### src/rtl/pmc_pkg.sv
package pmc_pkg;

    typedef enum logic [2:0] {
        PM_ACTIVE   = 3'd0,
        PM_SUBACT   = 3'd1,
        PM_SUBSLEEP = 3'd2,
        PM_RSTWAIT  = 3'd3,
        PM_HWSTBY   = 3'd4
    } pm_state_e;

    typedef struct packed {
        logic cpu;
        logic per;
        logic keep;
        logic osc;
    } clk_plan_t;

    typedef struct packed {
        logic wake;
        logic rexc;
        logic err;
    } pm_pulse_t;

    function automatic clk_plan_t plan_for(pm_state_e s);
        clk_plan_t p;
        unique case (s)
            PM_ACTIVE:   p = '{cpu: 1'b1, per: 1'b1, keep: 1'b1, osc: 1'b1};
            PM_SUBACT:   p = '{cpu: 1'b1, per: 1'b1, keep: 1'b1, osc: 1'b0};
            PM_SUBSLEEP: p = '{cpu: 1'b0, per: 1'b0, keep: 1'b1, osc: 1'b0};
            PM_RSTWAIT:  p = '{cpu: 1'b1, per: 1'b1, keep: 1'b1, osc: 1'b1};
            default:     p = '{cpu: 1'b0, per: 1'b0, keep: 1'b0, osc: 1'b0};
        endcase
        return p;
    endfunction

    function automatic logic sleep_qualified(logic stby_sel, logic low_on, logic wdt_sub);
        return !stby_sel && low_on && wdt_sub;
    endfunction

endpackage

### src/rtl/pmc_sync.sv
module pmc_sync #(
    parameter int             W    = 1,
    parameter logic [W-1:0]   INIT = '0
) (
    input  logic         clk,
    input  logic         rst,
    input  logic [W-1:0] d,
    output logic [W-1:0] q
);
    logic [W-1:0] meta;

    always_ff @(posedge clk) begin
        if (rst) begin
            meta <= INIT;
            q    <= INIT;
        end else begin
            meta <= d;
            q    <= meta;
        end
    end
endmodule

### src/rtl/pmc_wake_eval.sv
module pmc_wake_eval #(
    parameter int N_IRQ = 16,
    parameter int N_KEY = 16,
    parameter int N_WUE = 8,
    parameter int N_PER = 8
) (
    input  logic [N_IRQ-1:0] irq_s,
    input  logic [N_IRQ-1:0] irq_en,
    input  logic [N_KEY-1:0] key_s,
    input  logic [N_KEY-1:0] key_ie,
    input  logic [N_WUE-1:0] wue_s,
    input  logic [N_WUE-1:0] wue_ie,
    input  logic [N_PER-1:0] per_irq,
    input  logic [N_PER-1:0] per_ie,
    input  logic             nmi_s,
    input  logic             cpu_mask,
    output logic             wake
);
    localparam int N_CLASS = 4;

    logic [N_CLASS-1:0] class_hit;

    genvar gi;
    generate
        for (gi = 0; gi < N_CLASS; gi++) begin : g_class
            if (gi == 0) begin : g_irq
                assign class_hit[gi] = |(irq_s & irq_en);
            end else if (gi == 1) begin : g_key
                assign class_hit[gi] = |(key_s & key_ie);
            end else if (gi == 2) begin : g_wue
                assign class_hit[gi] = |(wue_s & wue_ie);
            end else begin : g_per
                assign class_hit[gi] = |(per_irq & per_ie);
            end
        end
    endgenerate

    assign wake = nmi_s || (!cpu_mask && |class_hit);
endmodule

### src/rtl/pmc_settle_timer.sv
module pmc_settle_timer #(
    parameter int CW = 16
) (
    input  logic          clk,
    input  logic          rst,
    input  logic          load,
    input  logic [CW-1:0] load_val,
    input  logic          run,
    output logic          settled
);
    logic [CW-1:0] cnt;

    always_ff @(posedge clk) begin
        if (rst) begin
            cnt <= '0;
        end else if (load) begin
            cnt <= load_val;
        end else if (run && cnt != '0) begin
            cnt <= cnt - 1'b1;
        end
    end

    assign settled = (cnt == '0);
endmodule

### src/rtl/pmc_subsleep_ctrl.sv
module pmc_subsleep_ctrl
    import pmc_pkg::*;
#(
    parameter int N_IRQ = 16,
    parameter int N_KEY = 16,
    parameter int N_WUE = 8,
    parameter int N_PER = 8,
    parameter int CW    = 16
) (
    input  logic             clk,
    input  logic             rst,
    input  logic             sleep_exec,
    input  logic             speed_toggle,
    input  logic             sel_standby,
    input  logic             sel_lowspeed,
    input  logic             sel_wdtsub,
    input  logic [N_IRQ-1:0] irq_in,
    input  logic [N_IRQ-1:0] irq_en,
    input  logic [N_KEY-1:0] key_in,
    input  logic [N_KEY-1:0] key_ie,
    input  logic [N_WUE-1:0] wue_in,
    input  logic [N_WUE-1:0] wue_ie,
    input  logic             nmi_in,
    input  logic [N_PER-1:0] per_irq,
    input  logic [N_PER-1:0] per_ie,
    input  logic             cpu_mask,
    input  logic             rst_n_pin,
    input  logic             stby_n_pin,
    input  logic [CW-1:0]    settle_cycles,
    output logic             cpu_clk_en,
    output logic             per_clk_en,
    output logic             keep_clk_en,
    output logic             osc_en,
    output logic             wake_req,
    output logic             reset_exc,
    output logic             settle_err,
    output logic [2:0]       state_o
);
    localparam int NA = N_IRQ + N_KEY + N_WUE + 1;

    logic [NA-1:0]    evt_s;
    logic [N_IRQ-1:0] irq_s;
    logic [N_KEY-1:0] key_s;
    logic [N_WUE-1:0] wue_s;
    logic             nmi_s;
    logic             stby_n_s;
    logic             rst_n_s;
    logic             rst_n_d;
    logic             rst_rise;
    logic             wake_any;
    logic             settled;
    logic             go_wait;
    pm_state_e        st;
    pm_state_e        nxt;
    pm_pulse_t        pls;
    clk_plan_t        gates;

    pmc_sync #(.W(NA), .INIT('0)) u_sync_evt (
        .clk (clk),
        .rst (rst),
        .d   ({nmi_in, wue_in, key_in, irq_in}),
        .q   (evt_s)
    );

    pmc_sync #(.W(2), .INIT(2'b11)) u_sync_pin (
        .clk (clk),
        .rst (rst),
        .d   ({stby_n_pin, rst_n_pin}),
        .q   ({stby_n_s, rst_n_s})
    );

    assign irq_s = evt_s[N_IRQ-1:0];
    assign key_s = evt_s[N_IRQ +: N_KEY];
    assign wue_s = evt_s[N_IRQ+N_KEY +: N_WUE];
    assign nmi_s = evt_s[NA-1];

    pmc_wake_eval #(
        .N_IRQ (N_IRQ),
        .N_KEY (N_KEY),
        .N_WUE (N_WUE),
        .N_PER (N_PER)
    ) u_wake (
        .irq_s    (irq_s),
        .irq_en   (irq_en),
        .key_s    (key_s),
        .key_ie   (key_ie),
        .wue_s    (wue_s),
        .wue_ie   (wue_ie),
        .per_irq  (per_irq),
        .per_ie   (per_ie),
        .nmi_s    (nmi_s),
        .cpu_mask (cpu_mask),
        .wake     (wake_any)
    );

    pmc_settle_timer #(.CW(CW)) u_settle (
        .clk      (clk),
        .rst      (rst),
        .load     (go_wait),
        .load_val (settle_cycles),
        .run      (st == PM_RSTWAIT),
        .settled  (settled)
    );

    assign rst_rise = rst_n_s && !rst_n_d;

    // Priority: standby pin, then reset pin, then wake and software strobes.
    always_comb begin
        nxt     = st;
        go_wait = 1'b0;
        pls     = '0;
        if (!stby_n_s) begin
            nxt = PM_HWSTBY;
        end else begin
            unique case (st)
                PM_HWSTBY: begin
                    if (!rst_n_s) begin
                        nxt     = PM_RSTWAIT;
                        go_wait = 1'b1;
                    end
                end
                PM_RSTWAIT: begin
                    if (rst_rise) begin
                        if (settled) begin
                            nxt      = PM_ACTIVE;
                            pls.rexc = 1'b1;
                        end else begin
                            pls.err = 1'b1;
                        end
                    end
                end
                default: begin
                    if (!rst_n_s) begin
                        nxt     = PM_RSTWAIT;
                        go_wait = 1'b1;
                    end else begin
                        unique case (st)
                            PM_ACTIVE: begin
                                if (speed_toggle) nxt = PM_SUBACT;
                            end
                            PM_SUBACT: begin
                                if (sleep_exec && sleep_qualified(sel_standby, sel_lowspeed, sel_wdtsub))
                                    nxt = PM_SUBSLEEP;
                                else if (speed_toggle)
                                    nxt = PM_ACTIVE;
                            end
                            PM_SUBSLEEP: begin
                                if (wake_any) begin
                                    nxt      = PM_SUBACT;
                                    pls.wake = 1'b1;
                                end
                            end
                            default: nxt = st;
                        endcase
                    end
                end
            endcase
        end
    end

    always_ff @(posedge clk) begin
        if (rst) begin
            st         <= PM_ACTIVE;
            rst_n_d    <= 1'b1;
            wake_req   <= 1'b0;
            reset_exc  <= 1'b0;
            settle_err <= 1'b0;
        end else begin
            st         <= nxt;
            rst_n_d    <= rst_n_s;
            wake_req   <= pls.wake;
            reset_exc  <= pls.rexc;
            settle_err <= pls.err;
        end
    end

    assign gates       = plan_for(st);
    assign cpu_clk_en  = gates.cpu;
    assign per_clk_en  = gates.per;
    assign keep_clk_en = gates.keep;
    assign osc_en      = gates.osc;
    assign state_o     = st;
endmodule

### config.mk
export PLATFORM = sky130hd
export DESIGN_NAME = pmc_subsleep_ctrl
export DESIGN_NICKNAME = d
export VERILOG_FILES = /design/src/rtl/pmc_pkg.sv /design/src/rtl/pmc_sync.sv /design/src/rtl/pmc_wake_eval.sv /design/src/rtl/pmc_settle_timer.sv /design/src/rtl/pmc_subsleep_ctrl.sv
export SDC_FILE = /design/constraint.sdc
export NUM_CORES = 1
export LEC_CHECK = 0
export BUFFER_PORTS_ARGS = -buffer_cell sky130_fd_sc_hd__buf_2
export CORE_MARGIN = 2
export CORE_UTILIZATION = 35
export CTS_BUF_LIST = sky130_fd_sc_hd__clkbuf_4
export DETAILED_ROUTE_END_ITERATION = 10
export PLACE_DENSITY = 0.66
export SLEW_MARGIN = 20
export SYNTH_ARGS = -nofsm -noshare
export SYNTH_HDL_FRONTEND = slang
export SYNTH_SLANG_ARGS = --single-unit
### constraint.sdc
create_clock -name clk -period 2.6 [get_ports clk]
set_input_delay 0.26 -clock clk [delete_from_list [all_inputs] [get_ports clk]]
set_output_delay 0.26 -clock clk [all_outputs]
set_load 0.05 [all_outputs]
-- Yosys cells after proc, flatten, opt, wreduce, memory -nomap -nowiden
Cells that the tools add are included.
- bits in registers: 109
- input port bits: 123
- word-level logic and storage cells: 80
- equal/unequal tests: 18
- bitwise gates (word level): 9
- reductions and logical operators: 21
- multiplexer cells: 20
- $add $sub $neg: 1
- operators by type and width (operator ; count):
    $reduce_or A48 Y1 ; 1
    $and A16 B16 Y16 ; 2
    $mux W16 ; 2
    $mux W3 ; 9
    $and A8 B8 Y8 ; 2
    $logic_not A16 Y1 ; 1
    $reduce_bool A16 Y1 ; 1
    $sub A16 B1 Y16 const B ; 1
    $ne A5 B4 Y1 const B ; 3
    $reduce_and A7 Y1 ; 2
    $ne A6 B5 Y1 const B ; 2
    $pmux W4 S3 ; 1
    $ne A3 B3 Y1 const B ; 3
    $pmux W3 S3 ; 1
    $eq A3 B2 Y1 const B ; 2
    $logic_and A1 B1 Y1 ; 6
    $mux W1 ; 6
    $ne A2 B2 Y1 const B ; 3
    $pmux W3 S2 ; 1
    $reduce_or A6 Y1 ; 1
    $ne A5 B3 Y1 const B ; 1
    $not A1 Y1 ; 5
    $ne A4 B2 Y1 const B ; 1
    $ne A4 B3 Y1 const B ; 1
    8 further kinds ; 11

-- Logic depth before layout (Yosys ltp)
Gate-level depths: netlist of the first run.
- depth in word-level cells: 9
- mapped depth: 8
- mapped depth without buffers: 7

-- By module
A second synthesis of the first run with hierarchy kept.
- cells, all modules: 374
- area total of the unflattened synthesis: 4146.5 µm²
- modules (own cells, without submodules) (module ; cells an instance ; sequential area each (µm²) ; area an instance (µm²) ; instances):
    pmc_sync at u_sync_evt ; 173 ; 1641.6 ; 2456.1 ; 1
    pmc_settle_timer ; 114 ; 320.3 ; 944.7 ; 1
    pmc_subsleep_ctrl ; 46 ; 140.1 ; 390.4 ; 1
    pmc_wake_eval ; 33 ; 0.0 ; 250.2 ; 1
    pmc_sync at u_sync_pin ; 8 ; 80.1 ; 105.1 ; 1

-- Worst setup path after synthesis of the first run
OpenSTA, ideal clock, no wires.
- path kind: flip-flop to output port
- start: register st[0] (netlist: state_o[0])
- end: output osc_en
- data arrival time: 2.010 ns
- cell stages (with the launch flop): 3
- path slack: 0.330 ns
- buffers on the path: 0
- cell sequence: dfxtp_1 nor2_1 nor3_1
- word-level cells in the longest chain between the ends: 3
- RTL lines (what ; line ; RTL):
    start, declared ; pmc_subsleep_ctrl.sv:53 ; pm_state_e st;
    start signal, assigned ; pmc_subsleep_ctrl.sv:169 ; st <= nxt;
    $eq A3 B2 Y1 / $logic_not A3 Y1 (equally long branches) ; pmc_pkg.sv:26 ; unique case (s)
    $reduce_or A2 Y1 (no line) ; n/a ;
    $pmux W4 S3 * ; pmc_pkg.sv:26 ;
    end, declared ; pmc_subsleep_ctrl.sv:33 ; output logic osc_en,
Every way passes the cells marked *; elsewhere a longest branch is shown, timed or not.

-- Final worst setup path of the first run
- start: register u_settle.cnt[7]
- end: register u_settle.cnt[4]
- word-level cells in the longest chain between the ends: 3
- RTL lines (what ; line ; RTL):
    start, declared ; pmc_settle_timer.sv:11 ; logic [CW-1:0] cnt;
    start signal, assigned ; pmc_settle_timer.sv:17 ; cnt <= load_val;
    start signal, assigned ; pmc_settle_timer.sv:19 ; cnt <= cnt - 1'b1;
    $reduce_bool A16 Y1 ; pmc_settle_timer.sv:18 ; end else if (run && cnt != '0) begin
    $logic_and A1 B1 Y1 ; pmc_settle_timer.sv:18 ;
    $reduce_bool A2 Y1 (no line) ; n/a ;
No other way between the ends.
A chain may end at the register's enable or synchronous reset.

==> results by group, run 1 <==
Outcome
  – Outcome: completed

Pwr
  – Combinational share of power: 0.165
  – Sequential power share: 0.566
  – PD cells: roughly 610 mW/mm^2
  – Leak: ~2.2 nW
  – Sw Share: 0.297
  – Internal: approximately 0.0022 W
  – Clock power share: 0.269
  – Net Sw Power: about 0.00095 W
  – Peak supply drop: approximately 340 uV

Timing
  – Rel. slew slack: 0.586
  – Number of max-slew violations in the final report: 0
  – Min Tclk post-route: between 2 and 2.5 ns
  – Setup ws final: 0.283 ns
  – Worst Tran Pin Value: approximately 0.62 ns
  – Max Clock Freq: roughly 0.43 GHz
  – RSZ-0062 raised after global routing: false
  – Tcrit/Tclk final: 0.891
  – Hold violation count in the final report: 0
  – Final setup vio count: 0
  – Final Skew: 0.0322 ns
  – TNS Setup: 0 ns

Cells and area
  – Fin util: 0.485
  – Fillers: ~1000
  – Ant diodes: 0
  – Reg area: 0.00218 sq mm
  – Area of the multi-input gates: 0.00160 sq mm
  – Area growth, synth to finish: 35.0%
  – Nets: approximately 670
  – Share of cells above drive strength 1: 0.293
  – Non-Filler Instances: 690

Synth
  – Most area-consuming cells after synthesis: dfxtp_1 (56%), nor2b_1 (13%), a211oi_1 (2.9%)
  – Top cells by count, synth: dfxtp_1 (109), nor2b_1 (84), nor2_1 (19), a211oi_1 (15), clkbuf_1 (15)
  – Number of flops mapped to enable cells by yosys: 0
  – Synth async-reset ratio: 0
  – Synth Warn #: 0
  – Register area share after synthesis: 0.560
  – Distinct cells, synth: 48
  – Largest area contributor in the netlist: dfxtp_1
  – Synthesized area: just under 0.004 sq mm
  – Most common flop cell mapped by yosys: dfxtp_1
  – Post-Syn Nets: 500
  – Cells after Synth: roughly 380
  – Top-count cell post-synth: dfxtp_1
  – Seq cells post-synth: approximately 110
  – Avg Cell Area, Syn: ~10 sq um
  – Yosys top cell area share: 0.560

Global routing
  – GRT overflow: 0
  – Initial antenna violation count: 0
  – Pin count of the biggest net entering global routing: 65
  – First-pass GRT wire length: 14400 um
  – GRT Util Overall: 0.159
  – Vias in the first global route: roughly 3200

Placement
  – DP Cell Count: 631
  – Pre-CTS WS: 0.312 ns
  – Placer Congestion: 0.802
  – Number of port buffers: 132
  – Dpl hpwl: 6490 um

Setup path
  – Reg2reg setup slack: 0.28 ns
  – Cells on worst reg2reg path: 5
  – Crit. Startpoint: u_settle.cnt[7]
  – Worst-path fanout max: 7
  – CP Data Arrival Time: between 2 and 3 ns
  – Reg2reg end: u_settle.cnt[4]
  – Kind of critical path: reg2reg
  – Worst Setup End Kind: register
  – CP startpoint kind: register
  – Worst R2R Start: u_settle.cnt[7]
  – Required @ worst endpoint: around 3.0 ns

Floorplan
  – Die span in y: 110 um
  – Die ar.: ~0.012 sq mm
  – Row cnt: 38
  – IO Count: approximately 130
  – Die width: approximately 110 um
  – Initial core utilization: 0.360
  – Core ar.: between 0.01 and 0.015 sq mm

Routing
  – DRC: 0
  – Vias: 3251
  – TritonRoute pass-1 iters: 4
  – DRT iter0 DRCs: approximately 170
  – Wirelength, routed: between 9000 and 10000 um
  – Routed len/inst: roughly 13 um
  – Post-DR vias/cell: about 4.7
  – Antenna viol nets, final: 0

Clocking
  – # resized after CTS: 0
  – Clock Tree Buf Depth: 2
  – Clk root buf: clkbuf_4
  – Clk sinks: approximately 110
  – CTS Buf Count: 9
  – Clk_lat worst skew: between 0.4 and 0.5 ns
  – CTS clk-pin slew, worst paths: approximately 0.18 ns
  – # H-tree levels: 3
  – CTS tree: done

Min path
  – Hold_sp: settle_cycles[14]
  – Hold Path Sink: u_settle.cnt[14]
  – WHS Path Cells: 3
  – Worst min-delay path category: in2reg

Run
  – Maxcap violations: 0
-- registers in the layout, indices dropped and copies added, names as in the netlist --
name,cells
settle_err,1
u_sync_pin.meta,2
u_sync_evt.meta,41
u_sync_evt.q,41
u_sync_pin.q,2
rst_n_d,1
reset_exc,1
state_o,3
wake_req,1
u_settle.cnt,16
-- per-stage QoR --
stage / hold slack, ns / cell area, sq um / total power, W
after detailed placement: 0.398 / 4670 / 0.00232
after global routing: 0.0132 / 5260 / 0.00336
after CTS: 0.0180 / 5260 / 0.00324
after global placement: 0.394 / 4670 / 0.00231
after floorplan: 0.364 / 3900 / 0.00216
final: 0.0454 / 5260 / 0.00319
-- critical path: stages (launching register included) --
cell and delay [ns]:
dfxtp_1 0.39, or4_1 0.63, or3_1 0.54, o211ai_4 0.25
nor2_1 0.08, a2111oi_2 0.35
-- area by class of cell --
| type | instances | share of cell area |
|---|---|---|
| Clock buffer | 9 | 0.0128 |
| Multi-Input combinational cell | 239 | 0.303 |
| Clock inverter | 7 | 0.0171 |
| Sequential cell | 109 | 0.415 |
| Timing Repair Buffer | 179 | 0.214 |
| Tap cell | 140 | 0.0333 |
| Inverter | 7 | 0.00499 |
-- metal layers --
metal	routed length [um]	track usage	vias to the layer above
met5	0	0	-
met4	82	0.0488	0
met3	731	0.0640	8
met2	4370	0.275	104
met1	3910	0.178	1488
li1	-	-	1651
-- power groups by stage --
stage               clock (W)  sequential (W)  combinational, W
floorplan                   0         0.00185          0.000310
global placement            0         0.00184          0.000469
detailed placement          0         0.00184          0.000478
CTS                  0.000901         0.00181          0.000529
global route         0.000958         0.00182          0.000584
finish               0.000859         0.00181          0.000528
-- placed cells by master (no fill, tap or decap), types with 3 or more instances in the layout --
cell type,Yosys,final
a211oi_1,15,15
a21oi_1,5,5
a221oi_1,6,6
a22o_1,5,5
a22oi_1,12,12
a311oi_1,3,3
buf_2,2,131
buf_4,1,5
clkbuf_4,0,9
clkinv_8,0,4
dfxtp_1,109,109
dlygate4sd3_1,0,43
inv_1,7,7
nand2_1,9,9
nand2b_1,4,4
nand3_1,3,3
nand4_1,5,5
nor2_1,19,19
nor2b_1,84,84
nor3_1,8,8
nor4_1,4,4
o211ai_1,5,5
o21ai_0,5,5
or2_2,5,5
or3_1,4,4
or4_1,3,3
xnor2_1,9,9
-- timing repair --
item                                    CTS  global route
endpoints found under the setup margin    0             0
hold buffers                             43             0
endpoints found under the hold margin    43             0
setup buffers                             0             0
-- cell families (layout without fill, tap and decap cells) --
kind of cell               count (synthesis)  count (layout)  synth area share
AOI/OAI and AO/OA                         68              68             0.141
and+or+nand+nor                          159             159             0.241
xor gates and xnor gates                  11              11            0.0247
adders and majority gates                  1               1           0.00321
buffers and inverters                     28             202            0.0305
DFF                                      109             109             0.560
-- worst max-delay path by stage --
stage	endpoint	slack [ns]	depth (start not counted)
after global placement	u_settle.cnt[4]	0.36	5
after detailed placement	u_settle.cnt[4]	0.31	5
after global routing	state_o[1]	0.13	5
final	u_settle.cnt[4]	0.28	5
after CTS	u_settle.cnt[4]	0.27	5
after floorplan	osc_en	0.33	2
Power figures use the tool's default switching activity.
==> inputs of run 2 (changes only) <==
Settings changed: RECOVER_POWER set to 100.
==> run 2 against run 1 <==
  * Flip-flop and latch count unchanged
  * Critical path depth unchanged
  * Worst setup slack worse by 0.023 ns
  * Global-route usage unchanged
  * Design area down 0.62%
  * Clock skew about the same
==> results by group, run 2 (synthesized netlist as in run 1, its figures left out) <==
Cells and area
  – Commonest non-fill, non-tap cell in the layout: buf_2
  – Share of cells above drive strength 1: 0.269 (-0.0236)
  – Regs by FF count: u_sync_evt.meta (41), u_sync_evt.q (41), u_settle.cnt (16)
  – Area of the multi-input gates: 0.00159 sq mm (-0.71%)
  – Non-Filler Instances: 690 (unchanged)
  – Reg area: 0.00218 sq mm (unchanged)
  – Area growth, synth to finish: 34.2%
  – Most frequent cells in the layout: buf_2 (121), dfxtp_1 (109), nor2b_1 (84)
  – Fillers: 1018 (+0.99%)
  – Ant diodes: 0 (unchanged)
  – Nets: 669 (unchanged)

Clocking
  – CTS Buf Count: 9 (unchanged)
  – Clk root buf: clkbuf_4
  – Hold_buf cts: 43 (unchanged)
  – Clk_lat worst skew: 0.47 ns (about the same)
  – # resized after CTS: 0 (unchanged)
  – Clk sinks: 109 (unchanged)
  – CTS clk-pin slew, worst paths: 0.19 ns (about the same)
  – # H-tree levels: 3 (unchanged)
  – CTS tree: done
  – Clock Tree Buf Depth: 2 (unchanged)
  – Setup bufs post-CTS: 0 (unchanged)

Routing
  – Wirelength, routed: 9090 um (about the same)
  – DRC: 0 (unchanged)
  – TritonRoute pass-1 iters: 4 (unchanged)
  – DRT iter0 DRCs: 171 (+3.0%)
  – Routed len/inst: 13.2 um (about the same)
  – Post-DR vias/cell: 4.69 (-0.37%)
  – Antenna viol nets, final: 0 (unchanged)
  – Vias: 3239 (-0.37%)

Run
  – Maxcap violations: 0 (unchanged)

Setup path
  – Required @ worst endpoint: 2.96 ns (-0.03 ns)
  – Max incr delay on CP: 0.62 ns (about the same)
  – CP startpoint kind: register
  – Kind of critical path: reg2reg
  – Worst-path fanout max: 7 (unchanged)
  – Crit. Startpoint: u_settle.cnt[7]
  – CP Data Arrival Time: 2.70 ns (about the same)
  – Buffers and inverters on the worst path: 0 (unchanged)
  – Worst Setup End Kind: register
  – CP Cell Sequence: or4_1 -> or3_1 -> o211ai_4 -> nor2_1 -> a2111oi_0
  – Worst R2R Start: u_settle.cnt[7]
  – Crit-path slowest cell: or4_1
  – Top delay family on crit path: simple AND/OR/NAND/NOR gates

Timing
  – Worst Tran Pin Value: 1.20 ns (+0.575 ns)
  – TNS Setup: 0 ns (unchanged)
  – Number of max-slew violations in the final report: 0 (unchanged)
  – Min Tclk post-route: 2.34 ns (+0.0228 ns)
  – Setup ws final: 0.260 ns (-0.0228 ns)
  – Max Clock Freq: 0.427 GHz (-0.98%)
  – RSZ-0062 raised after global routing: false
  – Fin Hold WS: 0.0487 ns (+0.00326 ns)
  – Rel. slew slack: 0.202 (-0.384)
  – Final setup vio count: 0 (unchanged)
  – Final Skew: 0.0325 ns (+0.000318 ns)
  – Tcrit/Tclk final: 0.900 (+0.00879)
  – Hold violation count in the final report: 0 (unchanged)

Placement
  – Pre-CTS WS: 0.312 ns (unchanged)
  – Placer Congestion: 0.802 (unchanged)
  – DP Cell Count: 631 (unchanged)
  – Dpl hpwl: 6490 um (unchanged)
  – Number of port buffers: 132 (unchanged)

Pwr
  – Peak supply drop: 337 uV (+0.19%)
  – PD cells: 608 mW/mm^2 (+0.20%)
  – Leak: 2.17 nW (-1.8%)
  – Pwr Total: 0.00318 W (-0.42%)

Floorplan
  – Die span in y: 110 um (unchanged)
  – Core ar.: 0.0108 sq mm (unchanged)
  – Die ar.: 0.0120 sq mm (unchanged)
  – IO Count: 133 (unchanged)
  – Die width: 110 um (unchanged)
  – Initial core utilization: 0.360 (unchanged)
  – Row cnt: 38 (unchanged)

Global routing
  – First-pass GRT wire length: 14400 um (unchanged)
  – GRT Util Overall: 0.159 (unchanged)
  – Pin count of the biggest net entering global routing: 65 (unchanged)
  – Vias in the first global route: 3216 (unchanged)
  – Initial antenna violation count: 0 (unchanged)
  – GRT overflow: 0 (unchanged)

Outcome
  – Outcome: completed

Min path
  – Worst min-delay path category: in2reg
  – Hold_sp: settle_cycles[14]
[run 2: cell types whose count changed in the layout (fill, tap and decap cells not counted)]
cell,before,now
a2111oi_1,0,1
clkbuf_1,0,11
a2111oi_2,2,0
clkbuf_2,0,2
buf_2,131,121
a2111oi_0,0,1
buf_4,5,2
[run 2: layer usage]
layer / up-vias / GRT usage / share of wire
li1: 1647 / - / -
met1: 1479 / 0.178 / 0.43
met2: 108 / 0.275 / 0.48
met3: 5 / 0.0640 / 0.077
met4: 0 / 0.0488 / 0.0065
met5: - / 0 / 0
[run 2: final cells by class]
class / count / area share
Clock buffer: 9 / 0.0129
Inverter: 7 / 0.00503
Tap cell: 140 / 0.0335
Multi-Input combinational cell: 239 / 0.303
Clock inverter: 7 / 0.0172
Timing Repair Buffer: 179 / 0.211
Sequential cell: 109 / 0.417
[run 2: final timing paths]
path,to,slack (ns),cells past startpoint
worst min register to register,u_sync_pin.q[0],0.44,1
worst max register to register,u_settle.cnt[4],0.26,5
worst max-delay path,u_settle.cnt[4],0.26,5
worst min-delay path,u_settle.cnt[14],0.05,3
[run 2: worst reg2reg max path: stages, from the launching register on]
cell       delay [ns]
dfxtp_1          0.39
or4_1            0.62
or3_1            0.54
o211ai_4         0.25
nor2_1           0.07
a2111oi_0        0.37
[run 2: power by group]
group | internal [W] | leakage [nW] | total, W | switching (W)
Sequential | 0.00176 | 0.900 | 0.00181 | 0.0000463
Combinational | 0.000243 | 1.19 | 0.000516 | 0.000273
Clock | 0.000233 | 0.0778 | 0.000858 | 0.000625
[run 2: through the flow]
stage / instance area [sq um] / util
2_1_floorplan: 3900 / -
3_3_place_gp: 4670 / 0.431
3_5_place_dp: 4670 / 0.431
4_1_cts: 5260 / 0.485
5_1_grt: 5230 / 0.482
6_report: 5230 / 0.482
==> inputs of run 3 (changes only) <==
Settings changed: CELL_PAD_IN_SITES_DETAIL_PLACEMENT set to 1, CELL_PAD_IN_SITES_GLOBAL_PLACEMENT set to 1, PLACE_DENSITY 0.66 to 0.82.
==> run 3 against run 2 <==
  * The flow now finishes with violations (max-capacitance violations, max-slew violations)
  * Register-to-register slack worse by 0.05 ns
  * First-iteration DRC count fell by 75%
  * Total power grew 5.2%
  * Clock skew fell by 0.014 ns
  * Die area stayed put
  * Hold slack better by 0.0055 ns
  * Non-clock buffer count is 2 higher
  * Sequential power about the same
  * Utilization is 0.28 points higher
  * Critical path depth did not move
  * Combinational power grew 4.3%
  * Critical endpoint is now u_settle.cnt[9]
==> results by group, run 3 (synthesized netlist as in run 1, its figures left out) <==
Pwr
  – Sw Share: 0.278 (-0.0184)
  – Net Sw Power: 0.000931 W (-1.3%)
  – Clock power share: 0.299 (+0.029)
  – Pwr Total: 0.00334 W (+5.2%)
  – Peak supply drop: 487 uV (+45%)
  – Leak: 2.19 nW (+0.89%)
  – PD cells: 636 mW/mm^2 (+4.6%)
  – Internal: 0.00241 W (+7.9%)
  – Combinational share of power: 0.161 (about the same)
  – Sequential power share: 0.541 (-0.027)

Timing
  – Number of max-slew violations in the final report: 52 (+52)
  – Min Tclk post-route: 2.39 ns (+0.0485 ns)
  – Hold violation count in the final report: 0 (unchanged)
  – Tcrit/Tclk final: 0.919 (+0.0186)
  – Worst Tran Pin Value: 2.16 ns (+0.958 ns)
  – TNS Setup: 0 ns (unchanged)
  – Final setup vio count: 0 (unchanged)
  – RSZ-0062 raised after global routing: false
  – Rel. slew slack: -0.437 (-0.639)
  – Max Clock Freq: 0.419 GHz (-2.0%)
  – Final Skew: 0.0182 ns (-0.0143 ns)

Cells and area
  – Final instance area: 0.00526 sq mm (+0.57%)
  – Area growth, synth to finish: 34.9%
  – Area of the multi-input gates: 0.00159 sq mm (+0.39%)
  – Ant diodes: 0 (unchanged)
  – Fillers: 1237 (+22%)
  – Most frequent cells in the layout: buf_2 (120), dfxtp_1 (109), nor2b_1 (84)
  – Commonest non-fill, non-tap cell in the layout: buf_2
  – Reg area: 0.00218 sq mm (unchanged)
  – Share of cells above drive strength 1: 0.268 (-0.000975)
  – Nets: 671 (+0.30%)
  – Regs by FF count: u_sync_evt.meta (41), u_sync_evt.q (41), u_settle.cnt (16)

Outcome
  – Outcome: finished with violations
  – Violated checks: max-capacitance violations, max-slew violations

Setup path
  – CP startpoint kind: register
  – Max incr delay on CP: 0.58 ns (-0.04 ns)
  – Crit. Startpoint: state_o[0]
  – Kind of critical path: reg2reg
  – Worst R2R Start: state_o[0]
  – Worst Setup End Kind: register
  – Required @ worst endpoint: 2.96 ns (about the same)
  – Crit-path slowest cell: a2111oi_1
  – Worst-path fanout max: 9 (+2)
  – CP Data Arrival Time: 2.75 ns (+0.05 ns)
  – CP Cell Sequence: and3b_1 -> nand3_1 -> a2111oi_1 -> xnor2_1 -> a211oi_1

Routing
  – Vias: 3352 (+3.5%)
  – TritonRoute pass-1 iters: 4 (unchanged)
  – Post-DR vias/cell: 4.84 (+3.2%)
  – Routed len/inst: 16.1 um (+22%)
  – DRC: 0 (unchanged)
  – Antenna viol nets, final: 0 (unchanged)
  – Wirelength, routed: 11100 um (+22%)
  – DRT iter0 DRCs: 43 (-75%)

Floorplan
  – IO Count: 133 (unchanged)
  – Die width: 110 um (unchanged)
  – Core ar.: 0.0108 sq mm (unchanged)
  – Die span in y: 110 um (unchanged)
  – Die ar.: 0.0120 sq mm (unchanged)
  – Row cnt: 38 (unchanged)
  – Initial core utilization: 0.360 (unchanged)

Global routing
  – Vias in the first global route: 3684 (+15%)
  – Pin count of the biggest net entering global routing: 52 (-20%)
  – GRT overflow: 0 (unchanged)
  – GRT Util Overall: 0.191 (+0.0324)
  – First-pass GRT wire length: 17100 um (+18%)
  – Initial antenna violation count: 0 (unchanged)

Run
  – Maxcap violations: 1 (+1)

Placement
  – Dpl hpwl: 7520 um (+16%)
  – Placer Congestion: 0.852 (+6.1%)
  – Number of port buffers: 132 (unchanged)
  – Placement Cell Area: 0.00469 sq mm (+0.32%)

Clocking
  – Clock Tree Buf Depth: 2 (unchanged)
  – # resized after CTS: 0 (unchanged)
  – Clk sinks: 109 (unchanged)
  – CTS tree: done
  – CTS clk-pin slew, worst paths: 0.16 ns (-0.03 ns)
  – Clk root buf: clkbuf_4
  – # H-tree levels: 3 (unchanged)
  – Clk_lat worst skew: 0.48 ns (about the same)
  – CTS Buf Count: 9 (unchanged)

Min path
  – Worst min-delay path category: in2reg
  – Hold_sp: settle_cycles[0]
-- run 3: cell types whose count changed in the layout (fill, tap and decap cells not counted), moves of 2 or more --
cell,before,now
bufinv_16,0,2
inv_8,0,2
clkbuf_1,11,13
clkinv_8,4,0
-- run 3: routing by layer --
metal  GRT usage  up-vias  share of wire
li1            -     1653              -
met1       0.183     1581           0.37
met2       0.371      101           0.55
met3      0.0717       17          0.067
met4      0.0615        0          0.017
met5           0        -              0
-- run 3: path summary, 6_finish.rpt --
check | endpoint | slack [ns] | cells after the start
max | u_settle.cnt[9] | 0.21 | 5
min | u_settle.cnt[0] | 0.05 | 3
max reg2reg | u_settle.cnt[9] | 0.21 | 5
min reg2reg | state_o[2] | 0.46 | 1
-- run 3: stage by stage --
stage          hold WS, ns  utilization  setup slack, ns  instances
6_report            0.0542        0.485            0.212        692
3_3_place_gp         0.401        0.432            0.339        633
3_5_place_dp         0.418        0.432            0.295        633
5_1_grt             0.0294        0.485           0.0607        692
2_1_floorplan        0.364            -            0.330        376
4_1_cts            0.00112        0.486            0.248        690
-- run 3: power groups by stage --
stage	logic [W]	clock network (W)	registers, W
2_1_floorplan	0.000310	0	0.00185
3_3_place_gp	0.000475	0	0.00184
3_5_place_dp	0.000493	0	0.00184
4_1_cts	0.000544	0.00103	0.00181
5_1_grt	0.000591	0.00110	0.00182
6_report	0.000538	0.000998	0.00181
-- run 3: area by class of cell --
class / instances / share of cell area
Tap cell: 140 / 0.0333
Inverter: 7 / 0.00500
Sequential cell: 109 / 0.415
Timing Repair Buffer: 181 / 0.212
Multi-Input combinational cell: 239 / 0.303
Clock inverter: 7 / 0.0197
Clock buffer: 9 / 0.0128
-- run 3: worst max-delay path: cells and delay by family, from the launching register on --
kind,cells,cell delay [ns]
XOR/XNOR,1,0.14
AND/OR/NAND/NOR,2,0.76
flip-flops,1,0.53
AO/OA/AOI/OAI,2,0.85
-- run 3: timing repair --
action / 4_1_cts / 5_1_grt
setup buffers: 0 / 0
hold buffers: 41 / 2
endpoints found under the hold margin: 41 / 2
